<file path="src/rtl/pit_pkg.sv">
// Package: shared codes for the initiator termination controller.
// Assumes kind and target-termination codes are fixed by the surrounding engine.
package pit_pkg;

    typedef enum logic [2:0] {
        K_DWR  = 3'd0,   // delayed write, single DWORD
        K_PWR  = 3'd1,   // posted write burst
        K_NPRD = 3'd2,   // non-prefetchable read, single DWORD
        K_PFRD = 3'd3,   // prefetchable read burst
        K_MWI  = 3'd4    // memory write and invalidate
    } xact_kind_e;

    typedef enum logic [1:0] {
        TT_NONE  = 2'd0,
        TT_RETRY = 2'd1,
        TT_DISC  = 2'd2,
        TT_ABORT = 2'd3
    } tgt_term_e;

    typedef enum logic [1:0] {
        ST_IDLE = 2'd0,
        ST_WAIT = 2'd1,   // FRAME driven, waiting for a claim
        ST_DATA = 2'd2    // claimed, data phases running
    } ctl_state_e;

    localparam int DWORD_SHIFT = 2;

endpackage

</file>
<file path="src/rtl/pit_lat_timer.sv">
// Master latency timer: loads a reload value on start and counts down to zero
// once per clock while running. Assumes load and run are never both needed
// in one clock (load wins).
module pit_lat_timer #(
    parameter int TW = 8
) (
    input  logic          clk,
    input  logic          rst_n,
    input  logic          load_i,
    input  logic          run_i,
    input  logic [TW-1:0] load_val_i,
    output logic          expired_o
);

    logic [TW-1:0] value_q;

    // Purpose: reload on start, otherwise decrement until zero.
    always_ff @(posedge clk) begin
        if (!rst_n) begin
            value_q <= '0;
        end else if (load_i) begin
            value_q <= load_val_i;
        end else if (run_i && (value_q != '0)) begin
            value_q <= value_q - 1'b1;
        end
    end

    assign expired_o = (value_q == '0);

    p_timer_step_r11: assert property (@(posedge clk) disable iff (!rst_n)
        (!load_i && run_i && value_q != '0) |=> (value_q == $past(value_q) - 1'b1));

    p_timer_hold_r11: assert property (@(posedge clk) disable iff (!rst_n)
        (!load_i && !run_i) |=> $stable(value_q));

endmodule

</file>
<file path="src/rtl/pit_devsel_watch.sv">
// Claim window watcher: counts clocks spent waiting for a target claim and
// flags a timeout in the last clock of the window if no claim is seen.
// Assumes the window is at least one clock.
module pit_devsel_watch #(
    parameter int WAIT_CLKS = 5
) (
    input  logic clk,
    input  logic rst_n,
    input  logic arm_i,
    input  logic in_wait_i,
    input  logic devsel_i,
    output logic timeout_o
);

    localparam int WCW = (WAIT_CLKS > 1) ? $clog2(WAIT_CLKS) : 1;
    localparam logic [WCW-1:0] LAST_CNT = WCW'(WAIT_CLKS - 1);

    logic [WCW-1:0] cnt_q;

    // Purpose: clear on start, advance every waiting clock.
    always_ff @(posedge clk) begin
        if (!rst_n) begin
            cnt_q <= '0;
        end else if (arm_i) begin
            cnt_q <= '0;
        end else if (in_wait_i && !devsel_i && cnt_q != LAST_CNT) begin
            cnt_q <= cnt_q + 1'b1;
        end
    end

    assign timeout_o = in_wait_i && !devsel_i && (cnt_q == LAST_CNT);

    p_window_bound_r1: assert property (@(posedge clk) disable iff (!rst_n)
        in_wait_i |-> (cnt_q <= LAST_CNT));

endmodule

</file>
<file path="src/rtl/pit_dword_track.sv">
// DWORD tracker: remembers the start address and counts accepted DWORDs,
// offering the address of the next undelivered DWORD (including a DWORD
// accepted in the current clock).
module pit_dword_track
    import pit_pkg::*;
#(
    parameter int AW = 32,
    parameter int CW = 12
) (
    input  logic          clk,
    input  logic          rst_n,
    input  logic          load_i,
    input  logic [AW-1:0] base_i,
    input  logic          accept_i,
    output logic [AW-1:0] next_addr_o
);

    logic [AW-1:0] base_q;
    logic [CW-1:0] cnt_q;
    logic [CW-1:0] cnt_next;

    // Purpose: capture base and clear count on start, count accepted DWORDs.
    always_ff @(posedge clk) begin
        if (!rst_n) begin
            base_q <= '0;
            cnt_q  <= '0;
        end else if (load_i) begin
            base_q <= base_i;
            cnt_q  <= '0;
        end else if (accept_i) begin
            cnt_q  <= cnt_next;
        end
    end

    // Purpose: count including this clock's DWORD, scaled to a byte address.
    always_comb begin
        cnt_next    = cnt_q + CW'(accept_i);
        next_addr_o = base_q + (AW'(cnt_next) << DWORD_SHIFT);
    end

    p_count_step_r8: assert property (@(posedge clk) disable iff (!rst_n)
        (accept_i && !load_i) |=> (cnt_q == $past(cnt_q) + 1'b1));

endmodule

</file>
<file path="src/rtl/pit_term_decide.sv">
// Termination decision: per clock, combines claim timeout, transaction kind,
// data-phase events, latency expiry and target termination into abort, end
// and reissue decisions. Natural completion and target termination take
// precedence over the latency cut-off.
module pit_term_decide
    import pit_pkg::*;
(
    input  xact_kind_e kind_i,
    input  logic       in_wait_i,
    input  logic       in_data_i,
    input  logic       timeout_i,
    input  logic       data_i,
    input  logic       last_i,
    input  logic       pf_bnd_i,
    input  logic       gnt_i,
    input  logic       expired_i,
    input  tgt_term_e  tterm_i,
    output logic       abort_o,
    output logic       end_o,
    output logic       reissue_o
);

    logic natural_end;
    logic burst_kind;
    logic lat_cut;

    // Purpose: natural completion by transaction kind on an accepted DWORD.
    always_comb begin
        natural_end = 1'b0;
        if (data_i) begin
            case (kind_i)
                K_PFRD:       natural_end = pf_bnd_i;
                K_PWR, K_MWI: natural_end = last_i;
                default:      natural_end = 1'b1;
            endcase
        end
    end

    // Purpose: latency cut-off applies to the burst kinds only.
    always_comb begin
        burst_kind = (kind_i == K_PWR) || (kind_i == K_PFRD);
        lat_cut    = burst_kind && expired_i && !gnt_i;
    end

    // Purpose: final decisions with precedence target > natural > latency.
    always_comb begin
        abort_o   = in_wait_i && timeout_i;
        end_o     = 1'b0;
        reissue_o = 1'b0;
        if (in_data_i) begin
            if (tterm_i != TT_NONE) begin
                end_o = 1'b1;
            end else if (natural_end) begin
                end_o = 1'b1;
            end else if (lat_cut) begin
                end_o     = 1'b1;
                reissue_o = (kind_i == K_PWR);
            end
        end
    end

endmodule

</file>
<file path="src/rtl/pci_init_term_ctrl.sv">
// PCI initiator termination controller (top). Tracks one master transaction
// from start through the claim wait and data phases and issues a registered
// terminate pulse with its reason. Assumes start is pulsed in the clock the
// initiator drives FRAME and that per-clock bus observations are valid
// while busy.
module pci_init_term_ctrl
    import pit_pkg::*;
#(
    parameter int AW          = 32,
    parameter int TW          = 8,
    parameter int CW          = 12,
    parameter int DEVSEL_WAIT = 5
) (
    input  logic          clk,
    input  logic          rst_n,
    input  logic          start_i,
    input  logic [2:0]    kind_i,
    input  logic [AW-1:0] addr_i,
    input  logic [TW-1:0] lat_i,
    input  logic          devsel_i,
    input  logic          data_i,
    input  logic          last_i,
    input  logic          pf_bnd_i,
    input  logic          gnt_i,
    input  logic [1:0]    tterm_i,
    output logic          busy_o,
    output logic          term_o,
    output logic          mabort_o,
    output logic          reissue_o,
    output logic [AW-1:0] reissue_addr_o
);

    ctl_state_e    state_q;
    xact_kind_e    kind_q;
    logic          term_q;
    logic          mab_q;
    logic          reis_q;
    logic [AW-1:0] raddr_q;

    logic          start_ok;
    logic          in_wait;
    logic          in_data;
    logic          expired;
    logic          timeout;
    logic          abort_now;
    logic          end_now;
    logic          reissue_now;
    logic [AW-1:0] next_addr;

    // Purpose: qualify the start strobe and decode the state.
    always_comb begin
        start_ok = start_i && (state_q == ST_IDLE);
        in_wait  = (state_q == ST_WAIT);
        in_data  = (state_q == ST_DATA);
    end

    pit_lat_timer #(.TW(TW)) u_timer (
        .clk        (clk),
        .rst_n      (rst_n),
        .load_i     (start_ok),
        .run_i      (state_q != ST_IDLE),
        .load_val_i (lat_i),
        .expired_o  (expired)
    );

    pit_devsel_watch #(.WAIT_CLKS(DEVSEL_WAIT)) u_watch (
        .clk       (clk),
        .rst_n     (rst_n),
        .arm_i     (start_ok),
        .in_wait_i (in_wait),
        .devsel_i  (devsel_i),
        .timeout_o (timeout)
    );

    pit_dword_track #(.AW(AW), .CW(CW)) u_track (
        .clk         (clk),
        .rst_n       (rst_n),
        .load_i      (start_ok),
        .base_i      (addr_i),
        .accept_i    (in_data && data_i),
        .next_addr_o (next_addr)
    );

    pit_term_decide u_decide (
        .kind_i    (kind_q),
        .in_wait_i (in_wait),
        .in_data_i (in_data),
        .timeout_i (timeout),
        .data_i    (data_i),
        .last_i    (last_i),
        .pf_bnd_i  (pf_bnd_i),
        .gnt_i     (gnt_i),
        .expired_i (expired),
        .tterm_i   (tgt_term_e'(tterm_i)),
        .abort_o   (abort_now),
        .end_o     (end_now),
        .reissue_o (reissue_now)
    );

    // Purpose: transaction state sequencing and kind capture.
    always_ff @(posedge clk) begin
        if (!rst_n) begin
            state_q <= ST_IDLE;
            kind_q  <= K_DWR;
        end else begin
            case (state_q)
                ST_IDLE: if (start_ok) begin
                    state_q <= ST_WAIT;
                    kind_q  <= xact_kind_e'(kind_i);
                end
                ST_WAIT: if (abort_now) state_q <= ST_IDLE;
                         else if (devsel_i) state_q <= ST_DATA;
                ST_DATA: if (end_now) state_q <= ST_IDLE;
                default: state_q <= ST_IDLE;
            endcase
        end
    end

    // Purpose: register the termination pulse, its reason and resume address.
    always_ff @(posedge clk) begin
        if (!rst_n) begin
            term_q  <= 1'b0;
            mab_q   <= 1'b0;
            reis_q  <= 1'b0;
            raddr_q <= '0;
        end else begin
            term_q <= abort_now || end_now;
            mab_q  <= abort_now;
            reis_q <= reissue_now;
            if (reissue_now) raddr_q <= next_addr;
        end
    end

    assign busy_o         = (state_q != ST_IDLE);
    assign term_o         = term_q;
    assign mabort_o       = mab_q;
    assign reissue_o      = reis_q;
    assign reissue_addr_o = raddr_q;

    p_abort_terms_r1: assert property (@(posedge clk) disable iff (!rst_n)
        mabort_o |-> (term_o && !reissue_o));

    p_abort_from_wait_r1: assert property (@(posedge clk) disable iff (!rst_n)
        mabort_o |-> ($past(state_q) == ST_WAIT));

    p_reissue_pwr_only_r8: assert property (@(posedge clk) disable iff (!rst_n)
        reissue_o |-> (term_o && kind_q == K_PWR));

    p_term_one_cycle_r13: assert property (@(posedge clk) disable iff (!rst_n)
        term_o |=> !term_o);

    p_idle_after_term_r13: assert property (@(posedge clk) disable iff (!rst_n)
        term_o |-> !busy_o);

endmodule

</file>
<file path="config.mk">
export PLATFORM = sky130hd
export DESIGN_NAME = pci_init_term_ctrl
export DESIGN_NICKNAME = d
export VERILOG_FILES = /design/src/rtl/pit_pkg.sv /design/src/rtl/pit_lat_timer.sv /design/src/rtl/pit_devsel_watch.sv /design/src/rtl/pit_dword_track.sv /design/src/rtl/pit_term_decide.sv /design/src/rtl/pci_init_term_ctrl.sv
export SDC_FILE = /design/constraint.sdc
export NUM_CORES = 1
export LEC_CHECK = 0
export BUFFER_PORTS_ARGS = -buffer_cell sky130_fd_sc_hd__buf_2
export CORE_AREA = 8 8 126 128
export CTS_CLUSTER_SIZE = 14
export DETAILED_ROUTE_END_ITERATION = 10
export DIE_AREA = 0 0 134 136
export GPL_ROUTABILITY_DRIVEN = 0
export PLACE_DENSITY_LB_ADDON = 0.1
export SLEW_MARGIN = 20
export SYNTH_ARGS = -nofsm -noshare
export SYNTH_HDL_FRONTEND = slang
export SYNTH_SLANG_ARGS = --single-unit
export TNS_END_PERCENT = 50
</file>
<file path="constraint.sdc">
create_clock -name clk -period 4.95 [get_ports clk]
set_input_delay 0.7425 -clock clk [delete_from_list [all_inputs] [get_ports clk]]
set_output_delay 0.7425 -clock clk [all_outputs]
set_load 0.02 [all_outputs]
</file>
==> results.cfg <==
[outcome]
status = completed

[setup_path]
cp_data_arrival_time_ns = 4.46
start_kind = register
required_ns = 5.22
crit_type = register to register
path_max_fanout = 11
endpoint_kind = register

[placed_design]
place_area_mm2 = 0.00530
dp_hpwl_um = 9420
port_buffers = 88
dp_cells = 830

[synthesis]
syn_inst = 583
synth_ff_type = dfxtp_1
synth_seq_area_share_pct = 40.1
synth_common_cells = nand2_1 (114), dfxtp_1 (95), a21oi_1 (74)
yosysTopAreaCell = dfxtp_1
syn_area_mm2 = 0.00474
yosys.area.top_type_share_pct = 40.1
ys_ff_latch = 95
ys_types = 60
syn_nets = 655
synthTopCellsByArea = dfxtp_1 (40%), nand2_1 (9.0%), a21oi_1 (7.8%), xnor2_1 (5.7%), ha_1 (4.8%)
yosysMostFrequentCell = nand2_1
ys_async_sr_fraction_pct = 0
synth-edff-count = 0
ys_warn_count = 0
synth.avg_cell_area_um2 = 8.13

[clocking]
postCtsHoldBufs = 0
clk-insertion-delay-late_ns = 0.35
cts_max_level = 3
numCtsBuffers = 9
clockRootBuffer = clkbuf_16
cts_tree = yes
numClockSinks = 95
cts_resized = 0
cts_setup_buffers = 0
cts_max_path_buffers = 2
clk_pin_slew_worst_paths_ns = 0.07

[detailed_routing]
antenna_left = 0
vias_per_cell = 4.95
drt_first_pass_iters = 5
wl_per_cell_um = 15.0
drt_wl_total_um = 12600
vias = 4187
drt_iter0_drc = 164
drc_errors = 0

[pwr]
power_density_mw_per_mm2 = 316
vdd_drop_max_v = 0.000145
leakagePower_nw = 2.28

[global_route]
overflow = 0
grt_max_degree = 54
grt_pass1_vias = 4112
grt_first_pass_wirelength_um = 20900
grt.total_usage_pct = 14.4
antenna_found_initial = 0

[layout]
area_growth_pct = 18.9
final_cells = 846
stdcell_area_mm2 = 0.00564
insertedDiodeCount = 0
drive_above_1_share_pct = 18.0
post-route-util_pct = 40.2
fin_nets = 729

[floorplanning]
fp.dieH_um = 136
boundaryPins = 89
rows = 44
fp.dieW_um = 134
die-area_mm2 = 0.0182
start_util_pct = 33.8
core-area_mm2 = 0.0140

[sta]
rsz0062_at_grt = no
setup_violations = 0
period_needed_ns = 4.19
max_freq_mhz = 239
hold_viol = 0
final.period_utilization_pct = 84.6
final-max-slew-violation-count = 0
worst_pin_slew_ns = 0.951
setup_tns_ns = 0
max_slew_margin_pct = 36.5
skew_ns = 0.00904

[job]
maxCapViolations = 0

[worst_hold_path]
hold_path_class = register to register
power by group:
group / internal [W] / switching (W) / total, W / leakage, nW
Sequential: 0.000794 / 0.0000306 / 0.000824 / 0.773
Combinational: 0.0000765 / 0.000110 / 0.000186 / 1.34
Clock: 0.000472 / 0.000299 / 0.000771 / 0.163
Total: 0.00134 / 0.000439 / 0.00178 / 2.28
layout make-up:
cell class / count / area [um2]
clock buffer: 12 / 256
clock inverter: 4 / 77.6
fill: 1487 / 8400
inverter: 16 / 60.1
multi-input combinational: 443 / 2640
sequential: 95 / 1900
tap: 184 / 230
timing repair buffer: 92 / 470
routing by layer:
| layer | part of all wire [%] | global-route usage, % | up-vias |
|---|---|---|---|
| met4 | 1.9 | 5.80 | 0 |
| met3 | 5.1 | 3.29 | 17 |
| met1 | 47 | 17.8 | 1906 |
| met2 | 46 | 23.7 | 94 |
| li1 | - | - | 2170 |
| met5 | 0 | 0 | - |
stage by stage:
step	setup slack, ns	total power [W]	hold WS (ns)
6_report	0.764	0.00178	0.464
3_5_place_dp	0.505	0.00103	0.455
3_3_place_gp	0.619	0.00103	0.442
4_1_cts	0.732	0.00181	0.465
5_1_grt	0.377	0.00187	0.487
2_1_floorplan	1.11	0.000968	0.436
worst max-delay path, cell delays in order (launching register included):
cell and delay, ns:
dfxtp_1 0.38, nor2b_1 0.19, nand2_1 0.20, clkinv_1 0.24
ha_1 0.19, ha_1 0.20, nand3_1 0.16, nor2_1 0.24
and3_1 0.28, nand3_1 0.11, xnor2_1 0.15, ha_1 0.39
and3_1 0.22, o2111ai_1 0.33, and2_1 0.31, or3_1 0.35
a31oi_1 0.17
cells in the final DEF (no fill, tap or decap), types with 14 or more instances in the layout:
| cell type | instances |
|---|---|
| nor2_1 | 45 |
| o21ai_0 | 28 |
| buf_2 | 88 |
| xor2_1 | 15 |
| nand3_1 | 14 |
| a21oi_1 | 74 |
| dfxtp_1 | 95 |
| xnor2_1 | 31 |
| inv_1 | 14 |
| ha_1 | 18 |
| nand2_1 | 113 |
state kept, by name (all words and copies together), names as in the netlist:
signal	count
kind_q	3
mabort_o	1
reissue_addr_o	32
reissue_o	1
state_q	2
term_o	1
u_timer.value_q	8
u_track.base_q	32
u_track.cnt_q	12
u_watch.cnt_q	3
cells by family after synthesis:
logic type	share of synthesized area (%)
AO/OA/AOI/OAI	18.1
adder cells (fa/ha/maj)	5.17
AND/OR/NAND/NOR	21.5
XOR/XNOR	8.50
buffers and inverters	4.25
flip-flops	40.1
multiplexers	2.32
path summary, 6_finish.rpt:
kind / from / end / slack, ns / cells past startpoint
setup / recovery: state_q[1] / reissue_addr_o[28] / 0.76 / 16
hold / removal: u_track.base_q[6] / u_track.base_q[6] / 0.46 / 2
setup reg to reg: state_q[1] / reissue_addr_o[28] / 0.76 / 16
hold reg to reg: u_track.base_q[6] / u_track.base_q[6] / 0.46 / 2
Power figures use the tool's default switching activity.
